File: src/rtl/gpio_pkg.sv
package gpio_pkg;
  localparam int ADDR_W = 3;
  localparam logic [ADDR_W-1:0] A_CTL   = 3'd0;
  localparam logic [ADDR_W-1:0] A_DAT   = 3'd1;
  localparam logic [ADDR_W-1:0] A_ICFG  = 3'd2;
  localparam logic [ADDR_W-1:0] A_MASK0 = 3'd4;

  // Level of one line from its two drivers and its pull-up.
  function automatic logic pin_level(logic sd, logic sv, logic pd, logic pv, logic pu);
    return (sd & sv) | (pd & pv) | (pu & ~sd & ~pd);
  endfunction
endpackage

File: src/rtl/gpio_regs.sv
module gpio_regs
  import gpio_pkg::*;
#(
  parameter int NPINS = 16,
  parameter int NCLI  = 4,
  localparam int CW   = 2 * NPINS
) (
  input  logic                  clk,
  input  logic                  rst,
  input  logic                  reg_wr,
  input  logic [ADDR_W-1:0]     reg_addr,
  input  logic [CW-1:0]         reg_wdata,
  output logic [CW-1:0]         reg_rdata,
  input  logic [NPINS-1:0]      per_dir,
  input  logic [NPINS-1:0]      per_dat,
  input  logic [NPINS-1:0]      lvl,
  output logic [NPINS-1:0]      sw_dir,
  output logic [NPINS-1:0]      sw_pu,
  output logic [NPINS-1:0]      sw_dat,
  output logic [NPINS-1:0]      pdir_q,
  output logic [NPINS-1:0]      pdat_q,
  output logic [NCLI*NPINS-1:0] masks,
  output logic                  cfg_err
);
  logic [CW-1:0]    ctl_r;
  logic [CW-1:0]    icfg_r;
  logic [NPINS-1:0] mask_r [NCLI];

  always_ff @(posedge clk) begin
    if (rst) begin
      ctl_r   <= '0;
      sw_dat  <= '0;
      icfg_r  <= '0;
      pdir_q  <= '0;
      pdat_q  <= '0;
      cfg_err <= 1'b0;
      for (int i = 0; i < NCLI; i++) mask_r[i] <= '0;
    end else begin
      cfg_err <= 1'b0;
      pdir_q  <= per_dir;
      pdat_q  <= per_dat;
      if (reg_wr) begin
        if (reg_addr == A_CTL) ctl_r <= reg_wdata;
        if (reg_addr == A_DAT) sw_dat <= reg_wdata[NPINS-1:0];
        if (reg_addr == A_ICFG) begin
          icfg_r  <= reg_wdata;
          cfg_err <= |reg_wdata;
        end
        for (int i = 0; i < NCLI; i++)
          if (int'(reg_addr) == int'(A_MASK0) + i) mask_r[i] <= reg_wdata[NPINS-1:0];
      end
    end
  end

  // Interleaved control pairs: even bit drive enable, odd bit pull-up.
  for (genvar n = 0; n < NPINS; n++) begin : g_unpack
    assign sw_dir[n] = ctl_r[2*n];
    assign sw_pu[n]  = ctl_r[2*n+1];
  end

  for (genvar i = 0; i < NCLI; i++) begin : g_mask
    assign masks[i*NPINS +: NPINS] = mask_r[i];
  end

  always_comb begin
    reg_rdata = '0;
    if (reg_addr == A_CTL)  reg_rdata = ctl_r;
    if (reg_addr == A_DAT)  reg_rdata = {{(CW-NPINS){1'b0}}, lvl};
    if (reg_addr == A_ICFG) reg_rdata = icfg_r;
    for (int i = 0; i < NCLI; i++)
      if (int'(reg_addr) == int'(A_MASK0) + i) reg_rdata = {{(CW-NPINS){1'b0}}, mask_r[i]};
  end
endmodule

File: src/rtl/gpio_resolve.sv
module gpio_resolve
  import gpio_pkg::*;
#(
  parameter int NPINS = 16
) (
  input  logic [NPINS-1:0] sw_dir,
  input  logic [NPINS-1:0] sw_pu,
  input  logic [NPINS-1:0] sw_dat,
  input  logic [NPINS-1:0] pdir_q,
  input  logic [NPINS-1:0] pdat_q,
  output logic [NPINS-1:0] lvl
);
  for (genvar n = 0; n < NPINS; n++) begin : g_pin
    assign lvl[n] = pin_level(sw_dir[n], sw_dat[n], pdir_q[n], pdat_q[n], sw_pu[n]);
  end
endmodule

File: src/rtl/gpio_notify.sv
module gpio_notify #(
  parameter int NPINS = 16,
  parameter int NCLI  = 4
) (
  input  logic                  clk,
  input  logic                  rst,
  input  logic [NPINS-1:0]      lvl,
  input  logic [NCLI*NPINS-1:0] masks,
  output logic [NPINS-1:0]      chg_set,
  output logic [NCLI-1:0]       notify
);
  logic [NPINS-1:0] lvl_q;

  assign chg_set = lvl ^ lvl_q;

  always_ff @(posedge clk) begin
    if (rst) lvl_q <= '0;
    else     lvl_q <= lvl;
  end

  for (genvar i = 0; i < NCLI; i++) begin : g_cli
    always_ff @(posedge clk) begin
      if (rst) notify[i] <= 1'b0;
      else     notify[i] <= |(chg_set & masks[i*NPINS +: NPINS]);
    end
  end
endmodule

File: src/rtl/gpio_port_ctrl.sv
module gpio_port_ctrl
  import gpio_pkg::*;
#(
  parameter int NPINS = 16,
  parameter int NCLI  = 4,
  localparam int CW   = 2 * NPINS
) (
  input  logic              clk,
  input  logic              rst,
  input  logic              reg_wr,
  input  logic [ADDR_W-1:0] reg_addr,
  input  logic [CW-1:0]     reg_wdata,
  output logic [CW-1:0]     reg_rdata,
  input  logic [NPINS-1:0]  per_dir,
  input  logic [NPINS-1:0]  per_dat,
  output logic [NPINS-1:0]  pin_lvl,
  output logic [NCLI-1:0]   notify,
  output logic              cfg_err
);
  logic [NPINS-1:0]      sw_dir, sw_pu, sw_dat, pdir_q, pdat_q, chg_set;
  logic [NCLI*NPINS-1:0] masks;

  gpio_regs #(.NPINS(NPINS), .NCLI(NCLI)) u_regs (
    .clk(clk), .rst(rst), .reg_wr(reg_wr), .reg_addr(reg_addr),
    .reg_wdata(reg_wdata), .reg_rdata(reg_rdata),
    .per_dir(per_dir), .per_dat(per_dat), .lvl(pin_lvl),
    .sw_dir(sw_dir), .sw_pu(sw_pu), .sw_dat(sw_dat),
    .pdir_q(pdir_q), .pdat_q(pdat_q), .masks(masks), .cfg_err(cfg_err)
  );

  gpio_resolve #(.NPINS(NPINS)) u_res (
    .sw_dir(sw_dir), .sw_pu(sw_pu), .sw_dat(sw_dat),
    .pdir_q(pdir_q), .pdat_q(pdat_q), .lvl(pin_lvl)
  );

  gpio_notify #(.NPINS(NPINS), .NCLI(NCLI)) u_ntf (
    .clk(clk), .rst(rst), .lvl(pin_lvl), .masks(masks),
    .chg_set(chg_set), .notify(notify)
  );
endmodule

File: config.mk
export PLATFORM = sky130hd
export DESIGN_NAME = gpio_port_ctrl
export DESIGN_NICKNAME = d
export VERILOG_FILES = /design/src/rtl/gpio_pkg.sv /design/src/rtl/gpio_regs.sv /design/src/rtl/gpio_resolve.sv /design/src/rtl/gpio_notify.sv /design/src/rtl/gpio_port_ctrl.sv
export SDC_FILE = /design/constraint.sdc
export NUM_CORES = 1
export LEC_CHECK = 0
export ABC_CLOCK_PERIOD_IN_PS = 2300
export CORE_UTILIZATION = 45
export CTS_CLUSTER_DIAMETER = 120
export DETAILED_ROUTE_END_ITERATION = 8
export DONT_BUFFER_PORTS = 1
export SLEW_MARGIN = 20
export SYNTH_ARGS = -nofsm -noshare
export SYNTH_HDL_FRONTEND = slang
export SYNTH_HIERARCHICAL = 1
export SYNTH_SLANG_ARGS = --single-unit
File: constraint.sdc
create_clock -name clk -period 2.3 [get_ports clk]
set_clock_uncertainty 0.15 [all_clocks]
set_input_delay 0.345 -clock clk [delete_from_list [all_inputs] [get_ports clk]]
set_output_delay 0.345 -clock clk [all_outputs]
set_load 0.02 [all_outputs]
==> results of run 1 <==
## power breakdown
group          internal, mW  switching [mW]
clock                  1.42            1.41
combinational         0.407           0.437
sequential             3.74           0.109
## repair_timing
action / 4_1_cts / 5_1_grt
pin swaps: 12 / 17
hold buffers: 88 / 0
hold endpoints to repair: 197 / 0
endpoints found under the setup margin: 16 / 16
buffers inserted: 12 / 9
gates resized for setup: 46 / 39
## flip-flops by register name, summed over array words and instances, names as in the netlist
register        count
u_regs/cfg_err      1
u_regs/pdat_q      16
u_ntf/notify        4
u_regs/pdir_q      16
u_regs/icfg_r      32
u_ntf/lvl_q        16
u_regs/ctl_r       32
u_regs/sw_dat      16
u_regs/mask_r      64
## metal layers
metal  vias up  global-route usage  part of all wire
met5         -                   0                 0
met4         0              0.1193             0.032
met3        59             0.07764             0.084
met2       350              0.4338              0.46
met1      3610              0.3664              0.43
li1       3385                   -                 -
## how the worst min path moves through the flow
stage,startpoint,to,slack (ps),cells after the start
global route,reg_wdata[22],u_regs/cfg_err$_SDFF_PP0_,30,3
detailed placement,rst,u_regs/pdat_q[13]$_SDFF_PP0_,280,1
CTS,reg_wdata[22],u_regs/cfg_err$_SDFF_PP0_,30,3
floorplan,u_regs/icfg_r[11]$_SDFFE_PP0P_,u_regs/icfg_r[11]$_SDFFE_PP0P_,280,2
finish,reg_wdata[22],u_regs/cfg_err$_SDFF_PP0_,40,3
global placement,rst,u_regs/pdir_q[14]$_SDFF_PP0_,280,1
## critical path: stages, from the launching register on
cell	delay, ps
dfxtp_2	320
nor3b_2	140
a221o_2	410
nor2b_4	160
o21ai_1	120
a22oi_1	110
buf_4	170
## layout make-up
cell class | instances | area [sq um] | share of cell area
clock inverters | 14 | 122.6 | 0.01094
diodes | 1 | 2.502 | 0.0002232
flip-flops and latches | 197 | 4618 | 0.4118
repair buffers | 160 | 1450 | 0.1293
clock buffers | 18 | 429.2 | 0.03827
multi-input cells | 631 | 4259 | 0.3798
well taps | 265 | 331.6 | 0.02957
## through the flow
| step | instances | utilization |
|---|---|---|
| 6_report | 1286 | 0.5743 |
| 5_1_grt | 1286 | 0.5743 |
| 4_1_cts | 1276 | 0.5638 |
| 3_5_place_dp | 1144 | 0.4801 |
| 3_3_place_gp | 1144 | 0.4801 |
| 2_1_floorplan | 889 | - |
## cells in the mapped netlist (4+ instances only)
library cell | number | share of area
nor2_1 | 19 | 0.0079
nand2b_1 | 5 | 0.0035
mux2_2 | 26 | 0.033
xor2_1 | 5 | 0.0049
a22oi_1 | 36 | 0.030
buf_2 | 15 | 0.0083
a22o_1 | 8 | 0.0078
xor2_2 | 11 | 0.020
a221o_1 | 16 | 0.018
a21oi_1 | 92 | 0.051
clkbuf_1 | 28 | 0.012
and2_1 | 64 | 0.045
mux2i_1 | 32 | 0.036
o2bb2ai_1 | 10 | 0.0097
nand2_1 | 162 | 0.068
a221oi_2 | 6 | 0.010
buf_6 | 9 | 0.011
and4_4 | 4 | 0.0050
dfxtp_1 | 133 | 0.30
o21ai_0 | 10 | 0.0056
edfxtp_1 | 64 | 0.21
o22ai_1 | 6 | 0.0042
a31oi_1 | 4 | 0.0028
nor2b_1 | 58 | 0.040
nor4_1 | 8 | 0.0056
a221oi_1 | 8 | 0.0078
or2_2 | 8 | 0.0056
nor3b_1 | 16 | 0.013
## kinds of logic (layout without fill, tap and decap cells)
kind of cell	count (synthesis)	in the layout	synth area share
DFF	197	197	0.5096
AOI/OAI and AO/OA	198	198	0.1485
buffers and inverters	61	192	0.03894
other	0	1	0
muxes	58	58	0.06815
and+or+nand+nor	359	359	0.2100
xor gates and xnor gates	16	16	0.02476
==> impl_metrics.yaml, run 1 <==
critical_path:
  path_max_fanout: 4
  crit_start: "u_regs/ctl_r[13]$_SDFFE_PP0P_"
  endpoint: "reg_rdata[6]"
  r2r-end: "u_ntf/notify[1]$_SDFF_PP0_"
  reg2reg_depth: 8
  endpoint_kind: "output port"
  arrival_ps: 1860
  worstSetupStartpointType: "flop"
  cp.required_ps: 1800
  reg2reg_from: "u_regs/ctl_r[29]$_SDFFE_PP0P_"
  path_class: "reg2out"
  r2r_setup_slack_ps: 100
finish:
  final_cell_mix: "162 x nand2_1, 108 x dfxtp_1, 90 x a21oi_1"
  drive_gt1_frac: 0.2255
  stdcell_area_sq_um: 11210
  syn_to_final_growth_pct: 24.65
  fillers: 1696
  num-nets-final: 1077
  final_common_cell: "nand2_1"
sta:
  rsz0062_at_grt: "true"
  setup_tns_ps: -81.87
  finalHoldViolCount: 0
  fin_ws_ps: -50.72
  finalSetupViolations: 2
  hold-worst-slack_ps: 44.82
  period_minus_slack_ps: 2351
  relSlewSlack: 0.5477
  report.final.slew_viol_count: 0
  period_share: 1.022
  tightestPinTransition_ps: 678.5
  fmax_ghz: 0.4254
cts:
  cts_tree: "done"
  htreeDepth: 4
  cts_buffers: 17
  clockBufferDepth: 2
  clk_pin_slew_ps: 80
  clk-insertion-delay-late_ps: 430
  root_buffer: "clkbuf_16"
  cts_sinks: 197
power:
  fin_total_pwr_mw: 7.529
  ir_drop_mv: 0.5370
  total_leakage_power_nw: 4.231
  power.density_nw_per_um2: 671.4
synthesis:
  synth_area_sq_um: 8996
  synth_nets: 959
  syn_inst: 889
  synthDistinctLibCells: 44
  synth-seq-cells: 197
  async_flop_share: 0
  synth.avg_cell_area_sq_um: 10.12
  synth.yosys.seq_area_share: 0.5096
  synth_edf_count: 64
  synth_ff_type: "dfxtp_1"
  ys_warn_count: 6
place:
  port_buffers: 0
  pre_cts_ws_ps: 191.2
  post-dp-hpwl_um: 17710
  placed_area_sq_um: 9375
  gp_congestion: 0.8339
route:
  dr.pass1.iters: 5
  drc: 0
  via_per_inst: 5.757
  drt-wirelength-per-cell_um: 22.03
  drtIter0Drc: 666
  vias: 7404
  routed_wl_um: 28340
  ant_nets: 0
die:
  coreArea_sq_um: 19530
  die_w_um: 143.4
  dieArea_sq_um: 20560
  ios: 123
  rows: 51
  die_h_um: 143.4
  start_util: 0.4607
global_route:
  grt_usage: 0.2800
  grt_pass1_wl_um: 42080
  grt_pass1_vias: 7253
  grt.overflow.total: 0
  grt_max_degree: 96
  antenna_found_initial: 2
run_status:
  status: "complete, but fails checks"
  violations: "negative setup slack"
hold_path:
  hp-class: "in2reg"
flow_run:
  max-cap-violations: 0
(Power assumes the default switching activity.)
==> inputs of run 2 (changes only) <==
==> constraint.sdc (replaced) <==
create_clock -name clk -period 2.3 [get_ports clk]
set_clock_uncertainty 0.15 [all_clocks]
set_input_delay 0.23 -clock clk [delete_from_list [all_inputs] [get_ports clk]]
set_output_delay 0.23 -clock clk [all_outputs]
set_load 0.02 [all_outputs]
==> impl_metrics.yaml, run 2 (synthesis results as in run 1) <==
finish:
  layout.cells.non_filler: 1277
  reg_top3: "u_regs/mask_r (64), u_regs/ctl_r (32), u_regs/icfg_r (32)"
  final_common_cell: "nand2_1"
  drive_gt1_frac: 0.1909
  largest_register_ffs: 64
  fillers: 1729
  regMostFlops: "u_regs/mask_r"
  final_cell_mix: "162 x nand2_1, 123 x dfxtp_1, 91 x dlygate4sd3_1"
  stdcell_area_sq_um: 11140
  num-nets-final: 1068
  syn_to_final_growth_pct: 23.82
  utilization: 0.5705
sta:
  report.final.slew_viol_count: 0
  setup_tns_ps: 0
  tightestPinTransition_ps: 617.1
  finalHoldViolCount: 0
  fmax_ghz: 0.4370
  hold-worst-slack_ps: 44.37
  period_minus_slack_ps: 2288
  fin_ws_ps: 11.85
  relSlewSlack: 0.5886
  rsz0062_at_grt: "true"
  period_share: 0.9948
  finalSetupViolations: 0
cts:
  clk_pin_slew_ps: 80
  cts_buffers: 17
  cts_tree: "done"
  clockBufferDepth: 2
  root_buffer: "clkbuf_16"
  cts_sinks: 197
  htreeDepth: 4
  clk-insertion-delay-late_ps: 430
critical_path:
  cp.required_ps: 1920
  worstSetupStartpointType: "flop"
  critPathMaxStageDelay_ps: 390
  path_max_fanout: 3
  arrival_ps: 1910
  path_class: "reg2out"
  endpoint_kind: "output port"
  crit_slowest_cell: "dfxtp_1"
  path_cells: "nor3b_2, a221o_1, a21oi_1, a221oi_2, buf_4"
power:
  total_leakage_power_nw: 4.158
  seqPwrFrac: 0.502
  switching_share: 0.2457
  comb_power_share: 0.109
  fin_total_pwr_mw: 7.694
  power.density_nw_per_um2: 690.7
  p_sw_mw: 1.891
  ir_drop_mv: 0.5161
  intPower_mw: 5.804
  clkPwrFrac: 0.389
route:
  ant_nets: 0
  vias: 7268
  routed_wl_um: 27800
  drt-wirelength-per-cell_um: 21.77
  via_per_inst: 5.691
  drc: 0
  drtIter0Drc: 597
  dr.pass1.iters: 7
global_route:
  antenna_found_initial: 1
  grt.overflow.total: 0
  grt_max_degree: 103
  grt_pass1_vias: 6964
  grt_pass1_wl_um: 41090
  grt_usage: 0.2730
die:
  rows: 51
  start_util: 0.4607
  die_h_um: 143.4
  ios: 123
  die_w_um: 143.4
  coreArea_sq_um: 19530
  dieArea_sq_um: 20560
place:
  gp_congestion: 0.8737
  placed_cells: 1137
  placed_area_sq_um: 9335
  pre_cts_ws_ps: 211.7
  port_buffers: 0
  post-dp-hpwl_um: 17780
hold_path:
  hp-class: "in2reg"
run_status:
  status: "complete, no violations"
flow_run:
  max-cap-violations: 0
==> run 2: cell types whose count changed in the layout (fill, tap and decap cells not counted), moves of 4 or more <==
cell,delta
dfxtp_2,-14
buf_4,-12
clkinv_4,-5
dlygate4sd3_1,+4
dfxtp_1,+15
==> run 2: power groups by stage <==
stage	clock network [mW]	registers, mW	logic (mW)
after global placement	0	3.93	0.615
after CTS	3.03	3.85	0.813
after global routing	3.18	3.87	0.893
after detailed placement	0	3.93	0.624
after floorplan	0	3.89	0.530
final	2.99	3.86	0.841
==> run 2: cell type report <==
cell class / count / area [sq um] / area share
well taps: 265 / 331.6 / 0.02977
multi-input cells: 631 / 4224 / 0.3792
clock inverters: 11 / 136.4 / 0.01224
clock buffers: 21 / 450.4 / 0.04044
repair buffers: 151 / 1398 / 0.1255
flip-flops and latches: 197 / 4597 / 0.4127
diodes: 1 / 2.502 / 0.0002246
==> run 2: worst paths after layout <==
| check | end | cells after the start | slack (ps) | start |
|---|---|---|---|---|
| worst min-delay path | u_regs/icfg_r[14]$_SDFFE_PP0P_ | 4 | 40 | reg_addr[2] |
| worst max-delay path | reg_rdata[13] | 5 | 10 | u_regs/ctl_r[27]$_SDFFE_PP0P_ |
| worst max register to register | u_ntf/notify[1]$_SDFF_PP0_ | 7 | 70 | u_regs/ctl_r[27]$_SDFFE_PP0P_ |
| worst min register to register | u_regs/icfg_r[21]$_SDFFE_PP0P_ | 2 | 310 | u_regs/icfg_r[21]$_SDFFE_PP0P_ |
==> run 2: critical path, delay by kind of cell, from the launching register on <==
kind / cells / cell delay [ps]
compound gates: 3 / 690
flops: 1 / 390
buf+inv: 1 / 210
simple gates: 1 / 190
==> run 2: what timing repair did <==
action | in CTS | in global routing
endpoints found under the setup margin | 12 | 20
pin swaps | 1 | 11
setup buffers | 6 | 9
gates resized for setup | 17 | 41
endpoints found under the hold margin | 197 | 0
hold buffers | 92 | 0
==> run 2: metal layers <==
layer | vias up | part of all wire | global-route usage
li1 | 3367 | - | -
met1 | 3547 | 0.42 | 0.3676
met2 | 318 | 0.48 | 0.4415
met3 | 36 | 0.086 | 0.06365
met4 | 0 | 0.016 | 0.06831
met5 | - | 0 | 0
